==> src/rtl/usub_pkg.sv <==
package usub_pkg;
  parameter int unsigned USUB_DEF_WIDTH = 8;

  typedef enum logic {
    SIGN_POS = 1'b0,
    SIGN_NEG = 1'b1
  } usub_sign_e;
endpackage

==> src/rtl/usub_fa_cell.sv <==
module usub_fa_cell (
  input  logic a_i,
  input  logic b_i,
  input  logic c_i,
  output logic s_o,
  output logic c_o
);
  logic gen_w;
  logic prop_w;

  // Generate and propagate terms of one bit position.
  assign gen_w  = a_i & b_i;
  assign prop_w = a_i ^ b_i;
  assign s_o    = prop_w ^ c_i;
  assign c_o    = gen_w | (prop_w & c_i);
endmodule

==> src/rtl/usub_ripple_add.sv <==
module usub_ripple_add #(
  parameter int unsigned WIDTH = 8
) (
  input  logic [WIDTH-1:0] a_i,
  input  logic [WIDTH-1:0] b_i,
  input  logic             cin_i,
  output logic [WIDTH-1:0] sum_o,
  output logic             cout_o
);
  logic [WIDTH:0] chain_w;

  assign chain_w[0] = cin_i;

  // One full-adder cell per bit; the carry of cell k feeds cell k+1.
  for (genvar k = 0; k < WIDTH; k++) begin : g_cell
    usub_fa_cell fa_i (
      .a_i (a_i[k]),
      .b_i (b_i[k]),
      .c_i (chain_w[k]),
      .s_o (sum_o[k]),
      .c_o (chain_w[k+1])
    );
  end

  assign cout_o = chain_w[WIDTH];
endmodule

==> src/rtl/usub_cond_negate.sv <==
module usub_cond_negate #(
  parameter int unsigned WIDTH = 8
) (
  input  logic [WIDTH-1:0] val_i,
  input  logic             flip_i,
  output logic [WIDTH-1:0] val_o
);
  logic [WIDTH-1:0] inv_w;
  logic [WIDTH-1:0] inc_w;

  // When flip_i is set, invert the value and add one through a half-adder
  // chain; when it is clear the chain receives no carry and passes through.
  assign inv_w    = val_i ^ {WIDTH{flip_i}};
  assign inc_w[0] = flip_i;

  for (genvar k = 0; k < WIDTH; k++) begin : g_inc
    assign val_o[k] = inv_w[k] ^ inc_w[k];
    if (k < WIDTH - 1) begin : g_carry
      assign inc_w[k+1] = inv_w[k] & inc_w[k];
    end
  end
endmodule

==> src/rtl/usub_magnitude.sv <==
module usub_magnitude
  import usub_pkg::*;
#(
  parameter int unsigned WIDTH = USUB_DEF_WIDTH
) (
  input  logic [WIDTH-1:0] minuend_i,
  input  logic [WIDTH-1:0] subtrahend_i,
  output logic [WIDTH-1:0] mag_o,
  output logic             neg_o
);
  logic [WIDTH-1:0] raw_w;
  logic             end_carry_w;
  usub_sign_e       sign_w;

  // Raw sum: M + ~N + 1, which equals M + (2^WIDTH - N).
  usub_ripple_add #(.WIDTH(WIDTH)) add_i (
    .a_i    (minuend_i),
    .b_i    (~subtrahend_i),
    .cin_i  (1'b1),
    .sum_o  (raw_w),
    .cout_o (end_carry_w)
  );

  // A missing end carry means the minuend was smaller.
  assign sign_w = end_carry_w ? SIGN_POS : SIGN_NEG;

  usub_cond_negate #(.WIDTH(WIDTH)) neg_i (
    .val_i  (raw_w),
    .flip_i (sign_w == SIGN_NEG),
    .val_o  (mag_o)
  );

  assign neg_o = (sign_w == SIGN_NEG);
endmodule

==> config.mk <==
export PLATFORM = sky130hd
export DESIGN_NAME = usub_magnitude
export DESIGN_NICKNAME = d
export VERILOG_FILES = /design/src/rtl/usub_pkg.sv /design/src/rtl/usub_fa_cell.sv /design/src/rtl/usub_ripple_add.sv /design/src/rtl/usub_cond_negate.sv /design/src/rtl/usub_magnitude.sv
export SDC_FILE = /design/constraint.sdc
export NUM_CORES = 1
export LEC_CHECK = 0
export BUFFER_PORTS_ARGS = -buffer_cell sky130_fd_sc_hd__buf_2
export CAP_MARGIN = 10
export CORE_MARGIN = 3
export CORE_UTILIZATION = 25
export DETAILED_ROUTE_END_ITERATION = 10
export PLACE_DENSITY = 0.49
export SYNTH_ARGS = -nofsm -noshare
export SYNTH_HDL_FRONTEND = slang
export SYNTH_HIERARCHICAL = 1
export SYNTH_SLANG_ARGS = --single-unit
==> constraint.sdc <==
create_clock -name vclk -period 7.5
set_input_delay 0.375 -clock vclk [all_inputs]
set_output_delay 0.375 -clock vclk [all_outputs]
set_load 0.02 [all_outputs]
==> results.yml <==
synth:
  synth.avg_cell_area_um2: 11.0
  ys_top_cells_by_area: "fa_1 42%, ha_1 23%, xor2_1 14%, inv_1 9.7%, xor3_1 6.2%"
  synth_compound_area_share_pct: 0
  synth_most_common_cell: "inv_1"
  synthMuxAreaShare_pct: 0
  synth_common_cells: "10 x inv_1, 8 x fa_1, 7 x ha_1"
  yosysSeqAreaShare_pct: 0
  netlist.top_cell.by_area: "fa_1"
  synthSimpleGateAreaFrac_pct: 0
  yosysTopAreaCellShare_pct: 41.6
  synth_fa_ha_area_share_pct: 64.3
  synth.distinct_cells: 8
  syn_inst: 35
  syn_area_um2: 385
  synth_warnings: 6
  synth-xor-area-share_pct: 22.1
  synth_fp_nets: 66
  synth_top_family_by_area: "adder cells"
place:
  place_inst: 74
  port-buffer-count: 25
  hpwl_um: 594
  place_congestion: 0.677
critical_path:
  worstPathMaxFanout: 10
  cpMostUsedCell: "fa_1"
  cp-start-kind: "primary input"
  worstPathRequired_ns: 7.12
  criticalPathCategory: "in -> out"
  cp_cell_sequence: "buf_2 -> fa_1 -> fa_1 -> fa_1 -> fa_1 -> fa_1 -> fa_1 -> fa_1 -> fa_1 -> inv_1 -> xor2_1 -> ha_1 -> ha_1 -> ha_1 -> ha_1 -> ha_1 -> ha_1 -> xor3_1 -> buf_2"
  crit_arrival_ns: 5.54
  max_stage_delay_ns: 0.43
  crit_slowest_cell: "fa_1"
  critPathCaptureType: "output pin"
grt:
  track_usage_pct: 7.45
  grt.busiest_layer: "met2"
  grtUsageMet1_pct: 10.7
  met3_usage_pct: 0.797
  overflow: 0
  first_global_vias: 295
  antenna_found_initial: 0
  use_met2_pct: 12.7
  grt_pass1_wl_um: 1180
  grt_max_degree: 11
timing:
  finalHoldViolations: 0
  fmax_mhz: 169
  rsz0062_at_grt: "false"
  setup_viol: 0
  fin_crit_sh_pct: 78.8
  tns_ns: 0
  drv_slew: 0
  fin_crit_ns: 5.91
final_layout:
  seq_cells: 0
  antennaDiodeCount: 0
  utilization_pct: 37.9
  num-fill-cells: 157
  drive_above_1_share_pct: 42.4
  layout.cells.non_filler: 74
  final-seq-area_um2: 0
  nNetsFinal: 92
  clock_buffers: 0
  syn2layout_area_growth_pct: 34.4
power:
  ir_worst_vdd_mv: 0.0465
  power_density_nw_per_um2: 149
  cellInternalPower_uw: 31.9
  leakagePower_uw: 0.000316
  combPwrFrac_pct: 100.0
  p_seq_share_pct: 0
  switching_share_pct: 58.6
  pwr-share-clk_pct: 0
  p_sw_uw: 45.2
clock_tree:
  post_cts_buffers: 0
  cts_hold_buf: 0
  postCtsResizedCells: 0
status:
  status: "finished, final reports clean"
floorplanning:
  start_util_pct: 28.2
  core_um2: 1370
  die_h_um: 45.3
  die_area_um2: 2050
  io_pins: 25
  die_w_um: 45.3
  rows: 13
routing:
  dr_total_vias: 289
  final_antenna_net_count: 0
  drc: 0
  wl_per_cell_um: 8.27
  vias_per_cell: 3.91
  drt_iter0_markers: 0
  dr.pass1.iters: 1
  drt-total-wl_um: 612
min_path:
  hp-class: "in -> out"
run:
  maxCapViolCount: 0
-- metrics by stage --
stage / area, um^2 / setup slack (ns) / hold WS, ns / total power [uW]
5_1_grt: 518 / 1.31 / 1.43 / 88.0
6_report: 518 / 1.59 / 1.38 / 77.0
2_1_floorplan: 385 / 1.89 / 1.01 / 61.0
3_3_place_gp: 518 / 1.55 / 1.38 / 78.4
3_5_place_dp: 518 / 1.53 / 1.39 / 79.3
4_1_cts: 518 / 1.53 / 1.39 / 79.5
-- power by group through the flow --
stage	clock network, uW	logic (uW)	registers (uW)
after floorplan	0	61.0	0
after global placement	0	78.4	0
after detailed placement	0	79.3	0
after CTS	0	79.5	0
after global routing	0	88.0	0
final	0	77.0	0
-- metal layers --
metal,up-vias,wire [um]
li1,148,-
met5,-,0
met2,12,306
met4,0,0
met1,129,243
met3,0,62
-- cells in the final DEF, fill, tap and decap left out --
cell	netlist	final
inv_1	10	10
xor2_1	6	6
xnor2_1	1	1
buf_2	0	25
conb_1	1	1
ha_1	7	7
fa_1	8	8
xor3_1	1	1
-- final cells by class --
class	count	area, um^2	area share, %
tap	15	18.8	3.62
inverter	10	37.5	7.25
timing repair buffer	25	125	24.2
multi-input combinational	24	337	65.0
-- worst max-delay path, delay by kind of cell --
kind / cells / cell delay, ns
XOR/XNOR: 2 / 0.29
adder cells (fa/ha/maj): 14 / 4.30
buffers and inverters: 3 / 0.59
-- final timing paths --
| kind | slack (ns) | depth (start not counted) | startpoint | endpoint |
|---|---|---|---|---|
| setup / recovery | 1.59 | 19 | minuend_i[0] | mag_o[7] |
| hold / removal | 1.38 | 4 | minuend_i[7] | mag_o[7] |
-- kinds of logic (layout without fill, tap and decap cells) --
logic type	Yosys count	count (layout)
buffers and inverters	11	35
adder cells (fa/ha/maj)	15	15
other	1	1
XOR/XNOR	8	8
Note: power is estimated with default switching activity, not from simulation.
